===== config.mk =====
export PLATFORM = sky130hd
export DESIGN_NAME = uart_irq_gen
export DESIGN_NICKNAME = d
export VERILOG_FILES = /design/src/rtl/uart_irq_pkg.sv /design/src/rtl/uart_irq_levels.sv /design/src/rtl/uart_irq_cts_sync.sv /design/src/rtl/uart_irq_gen.sv
export SDC_FILE = /design/constraint.sdc
export NUM_CORES = 1
export LEC_CHECK = 0
export BUFFER_PORTS_ARGS = -buffer_cell sky130_fd_sc_hd__buf_2
export CORE_AREA = 2 2 39 41
export CTS_BUF_LIST = sky130_fd_sc_hd__clkbuf_4
export CTS_CLUSTER_DIAMETER = 60
export DETAILED_ROUTE_END_ITERATION = 10
export DIE_AREA = 0 0 41 43
export GPL_TIMING_DRIVEN = 0
export REMOVE_ABC_BUFFERS = 1
export SLEW_MARGIN = 10
export SYNTH_ARGS = -nofsm -noshare
export SYNTH_HDL_FRONTEND = slang
export SYNTH_SLANG_ARGS = --single-unit

===== constraint.sdc =====
create_clock -name clk -period 3.1 [get_ports clk]
set_input_delay 0.93 -clock clk [delete_from_list [all_inputs] [get_ports clk]]
set_output_delay 0.93 -clock clk [all_outputs]
set_load 0.02 [all_outputs]

===== src/rtl/uart_irq_pkg.sv =====
package uart_irq_pkg;
    localparam int NUM_SRC     = 8;
    localparam int SRC_RX_RDY  = 0;
    localparam int SRC_RX_HALF = 1;
    localparam int SRC_RX_FULL = 2;
    localparam int SRC_TX_EMPT = 3;
    localparam int SRC_TX_HALF = 4;
    localparam int SRC_TX_FREE = 5;
    localparam int SRC_CTS_DLT = 6;
    localparam int SRC_OLD     = 7;
    localparam int STAT_W      = NUM_SRC + 1;

    typedef struct packed {
        logic s1;
        logic s2;
        logic s3;
    } cts_sync_t;

    typedef struct packed {
        logic delta;
        logic irq;
    } irq_state_t;
endpackage


===== src/rtl/uart_irq_levels.sv =====
module uart_irq_levels #(
    parameter int DEPTH = 8,
    localparam int CNT_W = $clog2(DEPTH + 1)
) (
    input  logic [CNT_W-1:0] rx_count,
    input  logic [CNT_W-1:0] tx_count,
    output logic [5:0]       level_cond
);
    import uart_irq_pkg::*;

    localparam logic [CNT_W:0] DEPTH_W = (CNT_W + 1)'(DEPTH);

    logic [CNT_W:0] rx_dbl;
    logic [CNT_W:0] tx_dbl;
    logic [CNT_W:0] rx_ext;
    logic [CNT_W:0] tx_ext;

    always_comb begin
        rx_ext = {1'b0, rx_count};
        tx_ext = {1'b0, tx_count};
        rx_dbl = {rx_count, 1'b0};
        tx_dbl = {tx_count, 1'b0};
        level_cond                 = '0;
        level_cond[SRC_RX_RDY]     = (rx_ext != '0);
        level_cond[SRC_RX_HALF]    = (rx_dbl > DEPTH_W);
        level_cond[SRC_RX_FULL]    = (rx_ext == DEPTH_W);
        level_cond[SRC_TX_EMPT]    = (tx_ext == '0);
        level_cond[SRC_TX_HALF]    = (tx_dbl < DEPTH_W);
        level_cond[SRC_TX_FREE]    = (tx_ext < DEPTH_W);
    end
endmodule


===== src/rtl/uart_irq_cts_sync.sv =====
module uart_irq_cts_sync (
    input  logic clk,
    input  logic rst_n,
    input  logic pin,
    output logic level,
    output logic changed
);
    import uart_irq_pkg::*;

    cts_sync_t sync_d, sync_q;

    always_comb begin
        sync_d    = sync_q;
        sync_d.s1 = pin;
        sync_d.s2 = sync_q.s1;
        sync_d.s3 = sync_q.s2;
    end

    always_ff @(posedge clk or negedge rst_n) begin
        if (!rst_n) sync_q <= '0;
        else        sync_q <= sync_d;
    end

    assign level   = sync_q.s2;
    assign changed = sync_q.s2 ^ sync_q.s3;
endmodule


===== src/rtl/uart_irq_gen.sv =====
module uart_irq_gen #(
    parameter int DEPTH = 8,
    localparam int CNT_W = $clog2(DEPTH + 1)
) (
    input  logic             clk,
    input  logic             rst_n,
    input  logic [CNT_W-1:0] rx_count,
    input  logic [CNT_W-1:0] tx_count,
    input  logic             cts_pin,
    input  logic             old_data,
    input  logic [7:0]       enable,
    input  logic             delta_clr,
    output logic             irq,
    output logic [8:0]       status
);
    import uart_irq_pkg::*;

    logic [5:0]         level_cond;
    logic               cts_level;
    logic               cts_changed;
    logic [NUM_SRC-1:0] cond;
    irq_state_t         st_d, st_q;

    uart_irq_levels #(.DEPTH(DEPTH)) u_levels (
        .rx_count   (rx_count),
        .tx_count   (tx_count),
        .level_cond (level_cond)
    );

    uart_irq_cts_sync u_cts (
        .clk     (clk),
        .rst_n   (rst_n),
        .pin     (cts_pin),
        .level   (cts_level),
        .changed (cts_changed)
    );

    always_comb begin
        cond              = {2'b00, level_cond};
        cond[SRC_CTS_DLT] = st_q.delta;
        cond[SRC_OLD]     = old_data;

        st_d       = st_q;
        st_d.delta = (st_q.delta & ~delta_clr) | cts_changed;
        st_d.irq   = |(cond & enable);
    end

    always_ff @(posedge clk or negedge rst_n) begin
        if (!rst_n) st_q <= '0;
        else        st_q <= st_d;
    end

    assign irq    = st_q.irq;
    assign status = {cts_level, cond};
endmodule


== After elaboration in Yosys (flattened, before gate mapping) ==
Index checks and enable logic that the tools add are counted.
Operators by class
  reductions and logical operators: 3
  $lt $le $gt $ge: 3
  eq/ne operators: 1
  bitwise logic cells: 5
Operators by type and width (count)
  $and A8 B8 Y8: 1
  $reduce_or A8 Y1: 1
  $gt A5 B4 Y1 const B: 1
  $lt A5 B4 Y1 const B: 1
  $eq A4 B4 Y1 const B: 1
  $logic_not A4 Y1: 1
  $lt A4 B4 Y1 const B: 1
  $reduce_bool A4 Y1: 1
  $and A1 B1 Y1: 1
  $not A1 Y1: 1
  $or A1 B1 Y1: 1
  $xor A1 B1 Y1: 1
Word-level totals
  output and inout bits: 10
  flip-flop bits (word level): 5
  bits of input ports: 21

== Depth between registers and ports, before layout ==
Gate-level depths: netlist of run 1.
  word-level depth: 3
  mapped depth: 4
  gate-level depth less buffers: 4

== Cells and area by module ==
A second synthesis of run 1 with hierarchy kept.
Second synthesis, totals
  cells, all modules: 22
  area, all modules: 237.7 um2
Modules (own cells, without submodules)
  uart_irq_gen: instances 1, area each 112.6 um2, cells an instance 11
  uart_irq_cts_sync: instances 1, area each 83.8 um2, cells an instance 4
  uart_irq_levels: instances 1, area each 41.3 um2, cells an instance 7

== Worst setup path after synthesis of run 1 ==
Ideal clock, no wire load.
  path kind: in2out
  from: in tx_count[3]
  to: out status[3]
  required time: 2.170 ns
  cell stages on the path: 1
  arrival time: 1.718 ns
  setup slack: 0.452 ns
  path through: nor4_1
Between the ends
  word-level cells in the longest chain between the ends: 1
RTL lines
  start: declaration: RTL line uart_irq_gen.sv:8  | input logic [CNT_W-1:0] tx_count,
  $logic_not A4 Y1: RTL line uart_irq_levels.sv:27  | level_cond[SRC_TX_EMPT] = (tx_ext == '0);
  end: declaration: RTL line uart_irq_gen.sv:14  | output logic [8:0] status
Every way passes these cells.

== Final worst setup path of run 1 ==
  from: in rx_count[1]
  to: out status[0]
Between the ends
  word-level cells in the longest chain between the ends: 1
RTL lines
  start: declaration: RTL line uart_irq_gen.sv:7  | input logic [CNT_W-1:0] rx_count,
  $reduce_bool A4 Y1: RTL line uart_irq_levels.sv:24  | level_cond[SRC_RX_RDY] = (rx_ext != '0);
Every way passes these cells.

==> results.cfg, run 1 <==
[outcome]
outcome = finished, final reports clean

[critical_path]
crit_path_end_kind = output port
crit_fanout = 4
crit_required_ns = 2.17
cpMostUsedCell = buf_2
crit_type = in -> out
critPathLaunch = rx_count[1]
crit_arrival_ns = 1.75
rrSetupSlack_ns = 2.15
worstSetupStartpointType = input pin
path_cells = buf_2 -> or2_4 -> or3_1 -> buf_2
max_stage_delay_ns = 0.30
slowest_stage = or3_1
rr_startpoint = status[6]

[grt]
grt_antenna_before_repair = 0
grt_pass1_vias = 263
overflow = 0
grtUsageTotal_pct = 8.595
grt_first_pass_wirelength_um = 945
grt_max_degree = 6

[detailed_routing]
wire_per_inst_um = 8.384
via_count = 299
wl_met3_um = 98
drc = 0
drtPass1Iterations = 3
drt-total-wl_um = 612
routed.top_layer = met3
drtIter0Drc = 2
wirelength_met1_um = 243
ant_nets = 0
dr_wl_met2_um = 270
via_per_inst = 4.096

[timing]
slew_viol_final = 0
setup-tns-final_ns = 0
finalCritPeriodShare_pct = 86.51
hold_violations = 0
fin_skew_ns = 0.001617
worst_slack_ns = 0.4183
fin_crit_ns = 2.682
max_freq_mhz = 372.9
whs_ns = 0.3515
setup_viol = 0
rsz0062_at_grt = no
maxSlewHeadroom_pct = 77.04
worst_pin_slew_ns = 0.3413

[placement]
numPlacedInstances = 69
dp_slack_ns = 0.4204
portBuffers = 30
dp_hpwl_um = 528.3
place.gp.congestion = 0.6382

[final_layout]
num-nets-final = 79
finalCoreUtilization_pct = 32.64
area_growth_pct = 69.48
final.fill_count = 156
final_cell_mix = 30 x buf_2, 5 x dfrtp_1, 4 x clkbuf_4
drive_above_1_share_pct = 66.67
layout.cells.non_filler = 73
diodes = 0
layout_commonest_cell = buf_2

[yosys]
synth_top_cell_by_area = dfrtp_1
synth_cell_types = 16
ys_top_cells_by_area = dfrtp_1 47%, a22oi_1 5.6%, buf_4 5.6%
yosysTopAreaCellShare_pct = 46.95
ys_seq_elements = 5
synth_seq_area_share_pct = 46.95
synth_area_per_cell_um2 = 10.66
synthCells = 25
syn_area_um2 = 266.5
ys_warn_count = 0

[floorplan]
initial_core_util_pct = 19.26
ioPinCount = 31
num_rows = 14
die_w_um = 41
die_area_um2 = 1763
core-area_um2 = 1384
die_y_um = 43

[clock_network]
cts_resized = 0
cts_hold_buf = 0
clk_pin_slew_ns = 0.04
cts_tree = yes
cts_setup_buffers = 0
cts_buffers = 3
root_buffer = clkbuf_4
htree_levels = 1
worstSkewPairLatency_ns = 0.24
cts.path.max_buffers = 2
cts.sinks = 5

[power_and_ir_drop]
p_per_area_nw_per_um2 = 438.4
p_sw_share_pct = 25.09
seqPwrFrac_pct = 36.4
ir_worst_vdd_uv = 210.5
power_switching_uw = 49.67
pwr-share-clk_pct = 41.7
comb_power_share_pct = 21.9
leakage_uw = 0.0002407
internal-power_uw = 148.3

[min_path]
min_path_type = reg -> reg
min_from = u_cts.sync_d[1]

[flow_run]
maxCapViolCount = 0
[critical path: cells and delay by family]
family                 cells  cell delay [ns]
and+or+nand+nor            2             0.56
buffers and inverters      2             0.26
[cell type report]
class	instances	area, um2	area share, %
timing repair buffer	30	150.1	33.24
sequential	5	125.1	27.70
multi-input combinational	15	115.1	25.48
clock buffer	4	30.03	6.648
tap	16	20.02	4.432
inverter	3	11.26	2.493
[Yosys cell counts]
master and instances:
or3_1 1, dfrtp_1 5, maj3_2 1, xnor2_1 1, nor2_1 1, nor3b_2 1
a21oi_1 1, o22ai_2 1, buf_4 2, o21ai_0 2, a22oi_1 2, inv_1 3
nor4_1 1, or2_4 1, a21o_1 1, nand3b_1 1
[metrics by stage]
step           instance area [um2]  total power (uW)
2_1_floorplan                251.5             92.45
3_3_place_gp                 421.7             116.5
3_5_place_dp                 421.7             117.1
4_1_cts                      451.7             204.6
5_1_grt                      451.7             214.6
6_report                     451.7             198.0
[final timing paths]
check / cells past startpoint / to
hold / removal: 0 / u_cts.level
setup reg to reg: 3 / irq
setup / recovery: 4 / status[0]
min in group asynchronous: 1 / u_cts.sync_q[0]
hold reg to reg: 0 / u_cts.level
max in group asynchronous: 1 / irq
[sequential cells by signal, indices dropped and copies added, names as in the netlist]
name          count
status            1
irq               1
u_cts.level       1
u_cts.sync_d      1
u_cts.sync_q      1
[power by group through the flow]
stage	Combinational, uW	Clock (uW)	Sequential [uW]
final	43.4	82.6	72.0
after global routing	47.9	94.2	72.5
after global placement	43.5	0	73.0
after CTS	44.1	88.4	72.1
after detailed placement	44.0	0	73.1
after floorplan	15.6	0	76.8
[cells by family (layout without fill, tap and decap cells)]
logic type / after synthesis / in the layout / synth area share (%)
AO/OA/AOI/OAI: 7 / 7 / 18.78
flip-flops: 5 / 5 / 46.95
buffers and inverters: 5 / 37 / 9.857
AND/OR/NAND/NOR: 6 / 6 / 16.90
adder cells (fa/ha/maj): 1 / 1 / 4.225
XOR/XNOR: 1 / 1 / 3.287
[routing by layer]
metal  vias up  track usage [%]
met5         -                0
met4         0            4.000
met3         0            8.377
met2        22            11.25
met1       126            8.882
li1        151                -
(Power assumes the default switching activity.)
==> run 2: changes to the inputs <==
--- a/config.mk
+++ b/config.mk
@@ -12,6 +12,7 @@
 export DETAILED_ROUTE_END_ITERATION = 10
 export DIE_AREA = 0 0 41 43
 export GPL_TIMING_DRIVEN = 0
+export RECOVER_POWER = 100
 export REMOVE_ABC_BUFFERS = 1
 export SLEW_MARGIN = 10
 export SYNTH_ARGS = -nofsm -noshare
==> run 2 against run 1 <==
Effect of this change: non-clock buffer count unchanged; via count is 0.33% higher; worst hold slack lost 0.0061 ns; worst setup slack worse by 0.014 ns; final area down 4.4%; sequential share of layout area grew 1.3 points; die area unchanged; clock power barely moved; register-to-register slack barely moved; critical path depth unchanged; routed wire length is 0.49% lower; critical path type unchanged; largest cell class unchanged.
==> results.cfg, run 2 (synthesis results as in run 1) <==
[outcome]
outcome = finished, final reports clean

[timing]
rsz0062_at_grt = no
finalCritPeriodShare_pct = 86.97
hold_violations = 0
setup-tns-final_ns = 0
maxSlewHeadroom_pct = 76.56
max_freq_mhz = 370.9
fin_skew_ns = 0.001634
setup_viol = 0
worst_pin_slew_ns = 0.3484
slew_viol_final = 0
fin_crit_ns = 2.696

[power_and_ir_drop]
p_per_area_nw_per_um2 = 452.2
leakage_uw = 0.0002083
ir_worst_vdd_uv = 204.6
total_power_uw = 195.2

[clock_network]
cts.sinks = 5
root_buffer = clkbuf_4
htree_levels = 1
worstSkewPairLatency_ns = 0.24
cts_resized = 0
clk_pin_slew_ns = 0.04
cts_setup_buffers = 0
cts_tree = yes
cts.path.max_buffers = 2
cts_hold_buf = 0
cts_buffers = 3

[critical_path]
rrSetupSlack_ns = 2.15
critPathLaunch = rx_count[1]
crit_type = in -> out
crit_required_ns = 2.17
rr_endpoint = irq
rr_worst_depth = 3
crit_path_end_kind = output port
crit_arrival_ns = 1.77
crit_fanout = 4
worstSetupStartpointType = input pin
critPathCapture = status[0]
rr_startpoint = status[6]

[grt]
grt_pass1_vias = 263
overflow = 0
grt_first_pass_wirelength_um = 945
grt_max_degree = 6
grtUsageTotal_pct = 8.595
grt_antenna_before_repair = 0

[floorplan]
die_w_um = 41
num_rows = 14
initial_core_util_pct = 19.26
die_y_um = 43
core-area_um2 = 1384
die_area_um2 = 1763
ioPinCount = 31

[final_layout]
final_cell_mix = 19 x buf_2, 11 x clkbuf_1, 5 x dfrtp_1
area_growth_pct = 61.97
final.fill_count = 162
layout_commonest_cell = buf_2
num-nets-final = 79
diodes = 0
drive_above_1_share_pct = 45.61

[detailed_routing]
drtIter0Drc = 2
drtPass1Iterations = 3
wire_per_inst_um = 8.342
drt-total-wl_um = 609
via_per_inst = 4.110
ant_nets = 0
drc = 0
via_count = 300

[flow_run]
maxCapViolCount = 0

[placement]
place.gp.congestion = 0.6382
dp_hpwl_um = 528.3
portBuffers = 30

[min_path]
min_path_type = reg -> reg
-- run 2: final cells by class --
type | count | area [um2] | share of cell area (%)
Timing Repair Buffer | 30 | 136.4 | 31.59
Tap cell | 16 | 20.02 | 4.638
Inverter | 3 | 11.26 | 2.609
Multi-Input combinational cell | 15 | 108.9 | 25.22
Clock buffer | 4 | 30.03 | 6.957
Sequential cell | 5 | 125.1 | 28.99
-- run 2: worst min path at each step --
| stage | cells after the start | slack (ns) | to | startpoint |
|---|---|---|---|---|
| detailed placement | 0 | 0.34 | u_cts.level | u_cts.sync_d[1] |
| finish | 0 | 0.35 | u_cts.level | u_cts.sync_d[1] |
| floorplan | 0 | 0.33 | u_cts.level | u_cts.sync_d[1] |
| global placement | 0 | 0.33 | u_cts.level | u_cts.sync_d[1] |
| global route | 0 | 0.35 | u_cts.level | u_cts.sync_d[1] |
| CTS | 0 | 0.35 | u_cts.level | u_cts.sync_d[1] |
-- run 2: per-layer routing --
layer	track usage, %	part of all wire (%)	vias up	routed length, um
met2	11.25	44	22	271
met4	4.000	0	0	0
met3	8.377	16	0	99
met1	8.882	39	127	238
li1	-	-	151	-
met5	0	0	-	0
-- run 2: worst max-delay path, cell delays in order --
cell      delay [ns]
buf_2           0.10
or2_4           0.26
or3_1           0.31
clkbuf_1        0.17
-- run 2: per-stage QoR --
step / setup slack (ns) / utilization, % / instances / instance area, um2 / hold slack (ns)
after global placement: 0.4296 / 30.47 / 69 / 421.7 / 0.3325
final: 0.4038 / 31.19 / 73 / 431.7 / 0.3454
after CTS: 0.4130 / 32.64 / 73 / 451.7 / 0.3511
after detailed placement: 0.4204 / 30.47 / 69 / 421.7 / 0.3410
after global routing: 0.3595 / 31.19 / 73 / 431.7 / 0.3547
after floorplan: 0.4521 / - / 23 / 251.5 / 0.3312
-- run 2: power by group --
part	internal, uW	switching (uW)
Combinational	18.4	21.9
Sequential	69.9	2.20
Clock	57.3	25.5
Total	146	49.6
